### src/rtl/tcmp_pkg.sv
package tcmp_pkg;

   typedef enum logic [1:0] {
      WM_FREE    = 2'b00,
      WM_CLRMTCH = 2'b01,
      WM_PW_TOP  = 2'b10,
      WM_PW_BOT  = 2'b11
   } wave_e;

   typedef enum logic [1:0] {
      PM_OFF    = 2'b00,
      PM_TOGGLE = 2'b01,
      PM_LOW    = 2'b10,
      PM_HIGH   = 2'b11
   } pin_e;

   function automatic logic is_pulse_width(input logic [1:0] wm);
      return wm[1];
   endfunction

   function automatic logic pin_next(input logic [1:0] pm, input logic cur);
      case (pin_e'(pm))
         PM_TOGGLE: return ~cur;
         PM_LOW:    return 1'b0;
         PM_HIGH:   return 1'b1;
         default:   return cur;
      endcase
   endfunction

endpackage

### src/rtl/tcmp_cmpreg.sv
module tcmp_cmpreg
   import tcmp_pkg::*;
#(
   parameter int WIDTH    = 8,
   parameter bit BUFFERED = 1'b1
) (
   input  logic             clk,
   input  logic             rst_n,
   input  logic [1:0]       wave_mode,
   input  logic             tick,
   input  logic             at_top,
   input  logic             at_bottom,
   input  logic             wr,
   input  logic [WIDTH-1:0] wdata,
   output logic [WIDTH-1:0] active
);

   logic pw;
   assign pw = is_pulse_width(wave_mode);

   generate
      if (BUFFERED) begin : g_buffered
         logic [WIDTH-1:0] shadow;
         logic             load_pt;

         assign load_pt = tick && ((wave_mode == WM_PW_TOP) ? at_top : at_bottom);

         always_ff @(posedge clk or negedge rst_n) begin
            if (!rst_n) begin
               shadow <= '0;
            end else if (wr) begin
               shadow <= wdata;
            end
         end

         always_ff @(posedge clk or negedge rst_n) begin
            if (!rst_n) begin
               active <= '0;
            end else if (!pw && wr) begin
               active <= wdata;
            end else if (pw && load_pt) begin
               active <= shadow;
            end
         end


         pw_hold_chk: assert property (@(posedge clk) disable iff (!rst_n)
            (pw && !load_pt) |=> $stable(active));


         direct_wr_chk: assert property (@(posedge clk) disable iff (!rst_n)
            (!pw && wr) |=> (active == $past(wdata)));
      end else begin : g_direct
         logic unused_sync;
         assign unused_sync = ^{tick, at_top, at_bottom, pw};

         always_ff @(posedge clk or negedge rst_n) begin
            if (!rst_n) begin
               active <= '0;
            end else if (wr) begin
               active <= wdata;
            end
         end
      end
   endgenerate

endmodule

### src/rtl/tcmp_match.sv
module tcmp_match #(
   parameter int WIDTH = 8
) (
   input  logic             clk,
   input  logic             rst_n,
   input  logic             tick,
   input  logic [WIDTH-1:0] count,
   input  logic [WIDTH-1:0] cmp,
   input  logic             cnt_wr,
   output logic             hit
);

   logic blk_pend;
   logic equal;

   assign equal = (count == cmp);
   assign hit   = tick && equal && !blk_pend;

   always_ff @(posedge clk or negedge rst_n) begin
      if (!rst_n) begin
         blk_pend <= 1'b0;
      end else if (cnt_wr) begin
         blk_pend <= 1'b1;
      end else if (tick) begin
         blk_pend <= 1'b0;
      end
   end


   wr_block_chk: assert property (@(posedge clk) disable iff (!rst_n)
      ($past(cnt_wr) && tick) |-> !hit);


   no_tick_chk: assert property (@(posedge clk) disable iff (!rst_n)
      !tick |-> !hit);

endmodule

### src/rtl/tcmp_pin.sv
module tcmp_pin
   import tcmp_pkg::*;
(
   input  logic       clk,
   input  logic       rst_n,
   input  logic       hit,
   input  logic       force_cmp,
   input  logic [1:0] wave_mode,
   input  logic [1:0] pin_mode,
   input  logic       flag_clr,
   output logic       flag,
   output logic       pin
);

   logic force_ok;
   logic event_any;

   assign force_ok  = force_cmp && !is_pulse_width(wave_mode);
   assign event_any = hit || force_ok;

   always_ff @(posedge clk or negedge rst_n) begin
      if (!rst_n) begin
         flag <= 1'b0;
      end else if (hit) begin
         flag <= 1'b1;
      end else if (flag_clr) begin
         flag <= 1'b0;
      end
   end

   always_ff @(posedge clk or negedge rst_n) begin
      if (!rst_n) begin
         pin <= 1'b0;
      end else if (event_any) begin
         pin <= pin_next(pin_mode, pin);
      end
   end


   flag_set_chk: assert property (@(posedge clk) disable iff (!rst_n)
      hit |=> flag);


   force_noflag_chk: assert property (@(posedge clk) disable iff (!rst_n)
      (force_cmp && !hit && !flag) |=> !flag);


   pin_off_chk: assert property (@(posedge clk) disable iff (!rst_n)
      (pin_mode == PM_OFF) |=> $stable(pin));


   pw_force_chk: assert property (@(posedge clk) disable iff (!rst_n)
      (is_pulse_width(wave_mode) && !hit) |=> $stable(pin));

endmodule

### src/rtl/tcmp_channel.sv
module tcmp_channel
   import tcmp_pkg::*;
#(
   parameter int WIDTH    = 8,
   parameter bit BUFFERED = 1'b1
) (
   input  logic             clk,
   input  logic             rst_n,
   input  logic             tick,
   input  logic [WIDTH-1:0] count,
   input  logic             cnt_wr,
   input  logic             at_top,
   input  logic             at_bottom,
   input  logic [1:0]       wave_mode,
   input  logic [1:0]       pin_mode,
   input  logic             cmp_wr,
   input  logic [WIDTH-1:0] cmp_wdata,
   input  logic             force_cmp,
   input  logic             flag_clr,
   output logic             cmp_match,
   output logic             match_flag,
   output logic             cmp_pin,
   output logic [WIDTH-1:0] cmp_value
);

   generate
      if (WIDTH < 2 || WIDTH > 32) begin : g_bad_width
         initial $fatal(1, "tcmp_channel: WIDTH must lie in 2..32");
      end
   endgenerate

   logic hit;

   tcmp_cmpreg #(.WIDTH(WIDTH), .BUFFERED(BUFFERED)) u_cmpreg (
      .clk       (clk),
      .rst_n     (rst_n),
      .wave_mode (wave_mode),
      .tick      (tick),
      .at_top    (at_top),
      .at_bottom (at_bottom),
      .wr        (cmp_wr),
      .wdata     (cmp_wdata),
      .active    (cmp_value)
   );

   tcmp_match #(.WIDTH(WIDTH)) u_match (
      .clk    (clk),
      .rst_n  (rst_n),
      .tick   (tick),
      .count  (count),
      .cmp    (cmp_value),
      .cnt_wr (cnt_wr),
      .hit    (hit)
   );

   tcmp_pin u_pin (
      .clk       (clk),
      .rst_n     (rst_n),
      .hit       (hit),
      .force_cmp (force_cmp),
      .wave_mode (wave_mode),
      .pin_mode  (pin_mode),
      .flag_clr  (flag_clr),
      .flag      (match_flag),
      .pin       (cmp_pin)
   );

   assign cmp_match = hit;


   clr_win_chk: assert property (@(posedge clk) disable iff (!rst_n)
      (flag_clr && !hit) |=> !match_flag);

endmodule

### config.mk
export PLATFORM = sky130hd
export DESIGN_NAME = tcmp_channel
export DESIGN_NICKNAME = d
export VERILOG_FILES = /design/src/rtl/tcmp_pkg.sv /design/src/rtl/tcmp_cmpreg.sv /design/src/rtl/tcmp_match.sv /design/src/rtl/tcmp_pin.sv /design/src/rtl/tcmp_channel.sv
export SDC_FILE = /design/constraint.sdc
export NUM_CORES = 1
export LEC_CHECK = 0
export BUFFER_PORTS_ARGS = -buffer_cell sky130_fd_sc_hd__buf_2
export CELL_PAD_IN_SITES_DETAIL_PLACEMENT = 1
export CELL_PAD_IN_SITES_GLOBAL_PLACEMENT = 2
export CORE_MARGIN = 2
export CORE_UTILIZATION = 30
export CTS_CLUSTER_SIZE = 14
export DETAILED_ROUTE_END_ITERATION = 12
export GPL_TIMING_DRIVEN = 0
export PLACE_DENSITY = 0.78
export SLEW_MARGIN = 30
export SYNTH_ARGS = -nofsm -noshare
export SYNTH_HDL_FRONTEND = slang
export SYNTH_HIERARCHICAL = 1
export SYNTH_SLANG_ARGS = --single-unit
### constraint.sdc
create_clock -name clk -period 3.6 [get_ports clk]
set_input_delay 0.54 -clock clk [delete_from_list [all_inputs] [get_ports clk]]
set_output_delay 0.54 -clock clk [all_outputs]
set_load 0.02 [all_outputs]
==> results of run 1 <==
## routing by layer
layer | part of all wire [%] | global-route usage (%)
met1 | 42 | 17.86
met2 | 52 | 22.92
met3 | 6.6 | 4.585
met4 | 0 | 0.9524
met5 | 0 | 0
## power by group through the flow
| stage | clock network [uW] | logic, uW | registers (uW) |
|---|---|---|---|
| after floorplan | 0 | 60.3 | 283 |
| after global routing | 118 | 143 | 267 |
| after CTS | 109 | 132 | 263 |
| after detailed placement | 0 | 132 | 268 |
| after global placement | 0 | 128 | 265 |
| final | 102 | 130 | 262 |
## how the worst max path moves through the flow
| stage | startpoint | cells past startpoint | slack, ns | to |
|---|---|---|---|---|
| 5_1_grt | u_cmpreg/active[0] | 4 | 1.26 | cmp_match |
| 3_5_place_dp | count[0] | 5 | 1.47 | cmp_match |
| 4_1_cts | u_cmpreg/active[0] | 4 | 1.37 | cmp_match |
| 6_report | u_cmpreg/active[0] | 4 | 1.41 | cmp_match |
| 3_3_place_gp | count[0] | 5 | 1.49 | cmp_match |
| 2_1_floorplan | count[0] | 3 | 1.70 | cmp_match |
## per-stage QoR
step	hold slack (ns)	std cells	setup slack, ns
after CTS	0.1766	152	1.374
after floorplan	0.2444	77	1.696
after global placement	0.4604	148	1.486
after detailed placement	0.4785	148	1.469
after global routing	0.1741	152	1.259
final	0.1727	152	1.411
## kinds of logic (layout without fill, tap and decap cells)
family,after synthesis,count (layout),synth area share (%)
AOI/OAI and AO/OA,18,18,15.90
xor gates and xnor gates,8,8,7.547
buffers and inverters,4,46,2.560
DFF,19,19,51.21
muxes,9,9,11.19
and+or+nand+nor,19,19,11.59
## state kept, by name, indices dropped and copies added, names as in the netlist
name,flops
u_cmpreg/active,8
u_cmpreg/g_buffered.shadow,8
u_match/blk_pend,1
u_pin/flag,1
u_pin/pin,1
## cells in the final DEF (no fill, tap or decap), types with 2 or more instances in the layout
cell type / synthesis / routed
clkbuf_4: 0 / 3
nand2b_1: 6 / 6
o221a_1: 3 / 3
o32ai_1: 5 / 5
buf_2: 1 / 39
xnor2_1: 7 / 7
inv_1: 2 / 2
mux2_2: 8 / 8
a21o_1: 2 / 2
nor2_1: 5 / 5
a21oi_1: 5 / 5
dfrtp_1: 19 / 19
## cell type report
cell class	count	area, sq um	area share [%]
clock buffers	4	26.28	2.215
well taps	33	41.29	3.481
multi-input cells	54	429.2	36.18
inverters	2	7.507	0.6329
repair buffers	38	190.2	16.03
plain buffers	2	16.27	1.371
flip-flops and latches	19	475.5	40.08
## critical path, delay by kind of cell (launching register included)
family / cells / cell delay [ns]
AND/OR/NAND/NOR: 2 / 0.57
buffers and inverters: 1 / 0.22
flip-flops: 1 / 0.41
XOR/XNOR: 1 / 0.16
==> flow_metrics.env, run 1 <==
export IMPL_coreArea_sq_um=3003
export IMPL_yosys_area_top_type="dfrtp_1"
export IMPL_ff2ff_path_depth=5
export IMPL_cts_max_path_buffers=2
export IMPL_tritoncts="yes"
export IMPL_synth_cells=77
export IMPL_syn_avg_cell_area_sq_um=12.06
export IMPL_clk_pin_slew_ns=0.10
export IMPL_cts_hold_buf=0
export IMPL_outcome="complete, no violations"
export IMPL_syn_area_sq_um=928.4
export IMPL_core_rowCount=20
export IMPL_root_buffer="clkbuf_4"
export IMPL_worst_pin_slew_ns=0.4271
export IMPL_antennaDiodeCount=0
export IMPL_synth_area_leaders="dfrtp_1 (51%), mux2_2 (9.7%), xnor2_1 (6.6%)"
export IMPL_cp_start_kind="flop"
export IMPL_cp_slowest_stage_delay_ns=0.41
export IMPL_antenna_found_initial=0
export IMPL_track_usage_pct=13.63
export IMPL_die_x_um=59.63
export IMPL_grt_max_degree=20
export IMPL_synthMostInstantiatedCell="dfrtp_1"
export IMPL_syn_to_final_growth_pct=27.76
export IMPL_die_h_um=59.63
export IMPL_cts_buffers=3
export IMPL_grt_overflow=0
export IMPL_switching_power_uw=149.4
export IMPL_io_pins=40
export IMPL_cp_slowest_cell="dfrtp_1"
export IMPL_gp_congestion=0.6992
export IMPL_powerDensity_nw_per_um2=416.5
export IMPL_slew_violations=0
export IMPL_hpwl_mm=1.810
export IMPL_finalHoldViolCount=0
export IMPL_grt_pass1_vias=794
export IMPL_hp_class="in -> async"
export IMPL_initial_core_util_pct=30.92
export IMPL_setup_viol=0
export IMPL_ys_warn_count=6
export IMPL_fin_tns_setup_ns=0
export IMPL_ys_seq_area_share_pct=51.21
export IMPL_finalClockSkew_ns=0.003048
export IMPL_p_leak_uw=0.0005360
export IMPL_netSwitchingFraction_pct=30.23
export IMPL_synth_common_cells="dfrtp_1 (19), mux2_2 (8), xnor2_1 (7), nand2b_1 (6)"
export IMPL_power_frac_seq_pct=53.1
export IMPL_synth_cell_types=25
export IMPL_viasPerCell=5.112
export IMPL_drv_cap=0
export IMPL_cts_sink_count=19
export IMPL_dr_pass1_iters=4
export IMPL_clk_latency_ns=0.29
export IMPL_wl_mm=2.191
export IMPL_fillCellCount=362
export IMPL_final_util_pct=39.50
export IMPL_cts_setup_buffers=0
export IMPL_htreeDepth=1
export IMPL_synth_edf_count=0
export IMPL_combPwrFrac_pct=26.2
export IMPL_p_clk_share_pct=20.7
export IMPL_worstSetupEndpointType="output pin"
export IMPL_fin_nets=149
export IMPL_async_flop_share_pct=100.0
export IMPL_drc=0
export IMPL_worstPathMaxFanout=4
export IMPL_ant_nets=0
export IMPL_finalCritPeriodShare_pct=60.80
export IMPL_p_int_uw=344.7
export IMPL_reg2reg_to="u_pin/pin"
export IMPL_critPathRequiredTime_ns=3.06
export IMPL_arrival_ns=1.65
export IMPL_vias=777
export IMPL_placed_cell_area_sq_um=1160
export IMPL_post_drt_wl_per_cell_um=14.41
export IMPL_reg2reg_slack_ns=2.07
export IMPL_fmax_mhz=456.9
export IMPL_min_period_ns=2.189
export IMPL_drtIter0Drc=16
export IMPL_grt_pass1_wl_mm=3.608
export IMPL_synth_nets=106
export IMPL_yosys_area_top_type_share_pct=51.21
export IMPL_r2r_start="u_cmpreg/active[0]"
export IMPL_rsz0062_at_grt="false"
export IMPL_finalPower_uw=494.1
export IMPL_io_buffer_count=38
export IMPL_synth_seq_cells=19
export IMPL_dieArea_sq_um=3556
export IMPL_post_cts_resized=0
export IMPL_relSlewSlack_pct=71.52
export IMPL_crit_type="reg -> out"
export IMPL_drive_above_1_share_pct=45.38
export IMPL_fin_area_sq_um=1186
export IMPL_crit_path_cell_trace="xor2_1 > or3_1 > nor3_2 > buf_2"
export IMPL_synth_flop_cell="dfrtp_1"
export IMPL_vdd_ir_drop_max_v=0.0001976
Power figures use the tool's default switching activity.
==> run 2: changes to the inputs <==
--- a/config.mk
+++ b/config.mk
@@ -9,11 +9,11 @@
 export CELL_PAD_IN_SITES_DETAIL_PLACEMENT = 1
 export CELL_PAD_IN_SITES_GLOBAL_PLACEMENT = 2
 export CORE_MARGIN = 2
-export CORE_UTILIZATION = 30
+export CORE_UTILIZATION = 25
 export CTS_CLUSTER_SIZE = 14
 export DETAILED_ROUTE_END_ITERATION = 12
 export GPL_TIMING_DRIVEN = 0
-export PLACE_DENSITY = 0.78
+export PLACE_DENSITY = 0.69
 export SLEW_MARGIN = 30
 export SYNTH_ARGS = -nofsm -noshare
 export SYNTH_HDL_FRONTEND = slang
==> constraint.sdc (replaced) <==
create_clock -name clk -period 2 [get_ports clk]
set_input_delay 0.3 -clock clk [delete_from_list [all_inputs] [get_ports clk]]
set_output_delay 0.3 -clock clk [all_outputs]
set_load 0.02 [all_outputs]
==> flow_metrics.env, run 2 (synthesized netlist as in run 1, its figures left out) <==
export IMPL_worstSetupEndpointType="output pin"
export IMPL_finalHoldViolCount=0
export IMPL_drive_above_1_share_pct=45.00
export IMPL_antenna_found_initial=0
export IMPL_ant_nets=0
export IMPL_grt_pass1_vias=708
export IMPL_arrival_ns=1.60
export IMPL_grt_overflow=0
export IMPL_final_common_cell="buf_2"
export IMPL_clk_pin_slew_ns=0.07
export IMPL_min_period_ns=1.900
export IMPL_worstHoldPathCells=2
export IMPL_cts_max_path_buffers=2
export IMPL_cts_sink_count=19
export IMPL_fin_tns_setup_ns=0
export IMPL_die_h_um=64.94
export IMPL_cts_buffers=3
export IMPL_outcome="complete, no violations"
export IMPL_slew_violations=0
export IMPL_setup_viol=0
export IMPL_core_rowCount=22
export IMPL_antennaDiodeCount=0
export IMPL_die_x_um=64.94
export IMPL_critPathRequiredTime_ns=1.70
export IMPL_initial_core_util_pct=25.75
export IMPL_tritoncts="yes"
export IMPL_rsz0062_at_grt="false"
export IMPL_ff2ff_path_depth=5
export IMPL_hp_class="in -> reg"
export IMPL_finalCritPeriodShare_pct=94.99
export IMPL_powerDensity_nw_per_um2=777.4
export IMPL_coreArea_sq_um=3606
export IMPL_vias=745
export IMPL_clk_latency_ns=0.25
export IMPL_crit_type="reg -> out"
export IMPL_cp_start_kind="flop"
export IMPL_grt_pass1_wl_mm=3.332
export IMPL_relSlewSlack_pct=71.81
export IMPL_finalClockSkew_ns=0.003497
export IMPL_drtIter0Drc=13
export IMPL_cts_setup_buffers=0
export IMPL_io_pins=40
export IMPL_gp_congestion=0.6315
export IMPL_worstPathMaxFanout=4
export IMPL_wl_mm=2.098
export IMPL_most_common_layout_cells="buf_2 (39), dfrtp_1 (19), mux2_2 (8)"
export IMPL_place_worst_setup_slack_ns=0.3075
export IMPL_vdd_ir_drop_max_v=0.0002563
export IMPL_fin_nets=150
export IMPL_htreeDepth=1
export IMPL_dr_pass1_iters=4
export IMPL_fmax_mhz=526.4
export IMPL_final_cell_count_no_fill=168
export IMPL_syn_to_final_growth_pct=33.56
export IMPL_dieArea_sq_um=4217
export IMPL_root_buffer="clkbuf_8"
export IMPL_track_usage_pct=10.33
export IMPL_timing_final_ws_setup_ns=0.1002
export IMPL_hpwl_mm=1.722
export IMPL_largestRegisters="u_cmpreg/active (8), u_cmpreg/g_buffered.shadow (8)"
export IMPL_viasPerCell=4.435
export IMPL_worst_pin_slew_ns=0.4229
export IMPL_post_drt_wl_per_cell_um=12.49
export IMPL_grt_max_degree=20
export IMPL_drv_cap=0
export IMPL_place_inst=163
export IMPL_p_leak_uw=0.0005607
export IMPL_drc=0
export IMPL_io_buffer_count=38
-- run 2: cell types whose count changed in the layout (fill, tap and decap cells not counted), sizes merged --
cell,delta
dlygate4sd3,+1
-- run 2: where the power goes --
group	leakage, uW	switching, uW	internal, uW
clock	0.0000228	117	141
combinational	0.000320	121	113
sequential	0.000218	40.2	432
total	0.000561	277	686
-- run 2: cell type report --
cell class	instances	area, sq um
Clock buffer	4	45.04
Tap cell	48	60.06
Timing Repair Buffer	39	200.2
Buffer	2	16.27
Multi-Input combinational cell	54	435.4
Fill cell	434	2366
Inverter	2	7.507
Sequential cell	19	475.5
-- run 2: path summary, 6_finish.rpt --
path | from | slack (ns) | end
setup / recovery | u_cmpreg/active[0] | 0.10 | cmp_match
hold / removal | cnt_wr | 0.22 | u_match/blk_pend
setup reg to reg | u_cmpreg/active[0] | 0.48 | u_pin/pin
hold reg to reg | u_match/blk_pend | 0.48 | u_match/blk_pend
max in group asynchronous | rst_n | 1.19 | u_cmpreg/g_buffered.shadow[1]
min in group asynchronous | rst_n | 0.51 | u_cmpreg/active[1]
-- run 2: stage by stage --
stage	utilization (%)	power [uW]	cell area, sq um	hold WS [ns]
2_1_floorplan	-	618.4	928.4	0.004409
3_3_place_gp	32.69	709.4	1179	0.2666
3_5_place_dp	32.69	714.5	1179	0.2608
4_1_cts	34.21	980.9	1234	0.2189
5_1_grt	34.39	1021	1240	0.2195
6_report	34.39	964.0	1240	0.2214
-- run 2: layer usage --
metal / GRT usage [%] / vias to the layer above / routed length (um)
met5: 0 / - / 0
met4: 6.383 / 0 / 54
met3: 1.910 / 5 / 139
met2: 15.08 / 30 / 893
met1: 14.01 / 343 / 1011
li1: - / 367 / -
-- run 2: repair_timing --
action                     CTS  global route
hold endpoints to repair    19             0
hold buffers                 1             0
setup endpoints to repair    0             1
gates resized for setup      0             1
-- run 2: worst max-delay path, stage by stage, from the launching register on --
cell and delay (ns):
dfrtp_1 0.41, xor2_1 0.16, or3_1 0.36, nor3_4 0.20
buf_2 0.21
==> run 3: changes to the inputs <==
--- a/config.mk
+++ b/config.mk
@@ -5,15 +5,17 @@
 export SDC_FILE = /design/constraint.sdc
 export NUM_CORES = 1
 export LEC_CHECK = 0
+export ABC_AREA = 1
 export BUFFER_PORTS_ARGS = -buffer_cell sky130_fd_sc_hd__buf_2
 export CELL_PAD_IN_SITES_DETAIL_PLACEMENT = 1
 export CELL_PAD_IN_SITES_GLOBAL_PLACEMENT = 2
 export CORE_MARGIN = 2
-export CORE_UTILIZATION = 25
+export CORE_UTILIZATION = 24
+export CTS_BUF_LIST = sky130_fd_sc_hd__clkbuf_16
 export CTS_CLUSTER_SIZE = 14
 export DETAILED_ROUTE_END_ITERATION = 12
 export GPL_TIMING_DRIVEN = 0
-export PLACE_DENSITY = 0.69
+export PLACE_DENSITY = 0.71
 export SLEW_MARGIN = 30
 export SYNTH_ARGS = -nofsm -noshare
 export SYNTH_HDL_FRONTEND = slang
==> flow_metrics.env, run 3 <==
export IMPL_wl_mm=2.712
export IMPL_cts_buffers=3
export IMPL_timing_final_ws_setup_ns=0.3888
export IMPL_place_worst_setup_slack_ns=0.6162
export IMPL_fin_nets=212
export IMPL_synth_flop_cell="dfrtp_1"
export IMPL_synth_edf_count=0
export IMPL_synth_simple_area_share_pct=34.59
export IMPL_critPathRequiredTime_ns=1.70
export IMPL_ys_seq_area_share_pct=43.38
export IMPL_grt_pass1_vias=1153
export IMPL_core_rowCount=24
export IMPL_synth_common_cells="nand2_1 (51), dfrtp_1 (19), inv_1 (18), nand3_1 (17)"
export IMPL_synth_area_leaders="dfrtp_1 (43%), nand2_1 (17%), nand3_1 (7.8%)"
export IMPL_antennaDiodeCount=0
export IMPL_die_x_um=71.58
export IMPL_dieArea_sq_um=5124
export IMPL_min_period_ns=1.611
export IMPL_drv_cap=0
export IMPL_synth_cells=140
export IMPL_outcome="finished with violations"
export IMPL_syn_area_sq_um=1096
export IMPL_crit_type="reg -> out"
export IMPL_fin_tns_setup_ns=0
export IMPL_use_met1_pct=14.74
export IMPL_rsz0062_at_grt="false"
export IMPL_finalHoldViolCount=19
export IMPL_post_drt_wl_per_cell_um=11.59
export IMPL_netSwitchingFraction_pct=29.45
export IMPL_final_common_cell="nand2_1"
export IMPL_relSlewSlack_pct=70.97
export IMPL_power_frac_seq_pct=41.2
export IMPL_largestRegisters="u_cmpreg/active (8), u_cmpreg/g_buffered.shadow (8)"
export IMPL_initial_core_util_pct=25.00
export IMPL_clk_pin_slew_ns=0.05
export IMPL_busiest_layer="met2"
export IMPL_syn_to_final_growth_pct=30.48
export IMPL_tritoncts="yes"
export IMPL_post_cts_resized=0
export IMPL_io_buffer_count=38
export IMPL_grt_max_degree=20
export IMPL_grt_overflow=0
export IMPL_yosys_area_top_type="dfrtp_1"
export IMPL_synthAdderAreaFrac_pct=0
export IMPL_track_usage_pct=11.82
export IMPL_cp_start_kind="flop"
export IMPL_switching_power_uw=340.1
export IMPL_drive_above_1_share_pct=32.97
export IMPL_drc=0
export IMPL_combPwrFrac_pct=23.9
export IMPL_async_flop_share_pct=100.0
export IMPL_drtIter0Drc=15
export IMPL_io_pins=40
export IMPL_die_h_um=71.58
export IMPL_ant_nets=0
export IMPL_synth_seq_cells=19
export IMPL_htreeDepth=1
export IMPL_vias=1005
export IMPL_synthMostInstantiatedCell="nand2_1"
export IMPL_synth_compound_area_share_pct=2.968
export IMPL_finalPower_uw=1155
export IMPL_cts_hold_buf=0
export IMPL_gp_congestion=0.6947
export IMPL_arrival_ns=1.31
export IMPL_synth_top_family_by_area="simple AND/OR/NAND/NOR gates"
export IMPL_powerDensity_nw_per_um2=807.6
export IMPL_ys_warn_count=6
export IMPL_hp_class="in -> async"
export IMPL_finalClockSkew_ns=0.001681
export IMPL_vdd_ir_drop_max_v=0.0003078
export IMPL_ff2ff_path_depth=11
export IMPL_worstSetupEndpointType="output pin"
export IMPL_p_int_uw=814.8
export IMPL_worst_pin_slew_ns=0.4355
export IMPL_setup_viol=0
export IMPL_most_common_layout_cells="nand2_1 (51), buf_2 (38), inv_1 (19), dfrtp_1 (19), nand3_1 (17)"
export IMPL_synth_nets=169
export IMPL_cts_max_path_buffers=2
export IMPL_cts_setup_buffers=0
export IMPL_cts_sink_count=19
export IMPL_p_clk_share_pct=34.9
export IMPL_slew_violations=0
export IMPL_coreArea_sq_um=4384
export IMPL_finalCritPeriodShare_pct=80.56
export IMPL_synth_xor_xnor_area_share_pct=2.397
export IMPL_syn_avg_cell_area_sq_um=7.829
export IMPL_yosys_area_top_type_share_pct=43.38
export IMPL_dr_pass1_iters=4
export IMPL_violations="hold timing"
export IMPL_synth_cell_types=19
export IMPL_muxShareOfSynthArea_pct=6.164
export IMPL_clk_latency_ns=0.24
export IMPL_holdWs_ns=-0.01176
export IMPL_grt_met2_usage_pct=20.88
export IMPL_root_buffer="clkbuf_16"
export IMPL_fmax_mhz=620.6
export IMPL_worstPathMaxFanout=4
export IMPL_grt_pass1_wl_mm=4.857
export IMPL_p_leak_uw=0.0008055
export IMPL_use_met3_pct=1.828
export IMPL_antenna_found_initial=0
export IMPL_viasPerCell=4.295
export IMPL_hpwl_mm=2.199
-- run 3: final timing paths --
check | to | slack [ns] | startpoint
worst min register to register | u_match/blk_pend | 0.50 | u_match/blk_pend
worst min-delay path | u_cmpreg/g_buffered.shadow[7] | -0.01 | rst_n
worst max register to register | u_pin/pin | 0.70 | u_cmpreg/active[6]
min in group clk | u_match/blk_pend | 0.24 | cnt_wr
max in group asynchronous | u_match/blk_pend | 1.71 | rst_n
worst max-delay path | cmp_match | 0.39 | u_cmpreg/active[6]
-- run 3: final cells by class --
cell class              instances  area, sq um
repair buffers                 38        190.2
fillers                       553         2954
clock inverters                 1        3.754
inverters                      21        81.33
well taps                      52        65.06
clock buffers                   3        75.07
plain buffers                   3        33.78
flip-flops and latches         19        475.5
multi-input cells              97        505.5
-- run 3: critical path, cell delays in order (launching register included) --
cell and delay [ns]:
dfrtp_1 0.41, inv_1 0.07, nand2_1 0.06, nand2_1 0.05, nor2_1 0.08, nand3_1 0.09, nor2_1 0.13, buf_2 0.19
-- run 3: power groups by stage --
stage / Sequential [uW] / Clock (uW) / Combinational [uW]
2_1_floorplan: 515 / 0 / 139
3_3_place_gp: 481 / 0 / 273
3_5_place_dp: 484 / 0 / 282
4_1_cts: 477 / 415 / 284
5_1_grt: 484 / 434 / 316
6_report: 476 / 403 / 276
-- run 3: cells by family after synthesis --
family          count (synthesis)
simple gates                   82
buf+inv                        24
flops                          19
compound gates                  6
mux                             6
xor+xnor                        3
-- run 3: per-layer routing --
metal | vias to the layer above | wire (um)
li1 | 518 | -
met1 | 462 | 1212
met2 | 23 | 1349
met3 | 2 | 137
met4 | 0 | 14
met5 | - | 0
-- run 3: stage by stage --
stage | hold slack [ns] | util, % | instance area, sq um | instances
floorplan | 0.004409 | - | 1096 | 140
global placement | 0.2642 | 30.82 | 1351 | 230
detailed placement | 0.2808 | 30.82 | 1351 | 230
CTS | 0.009434 | 32.62 | 1430 | 234
global route | 0.02606 | 32.62 | 1430 | 234
finish | -0.01176 | 32.62 | 1430 | 234
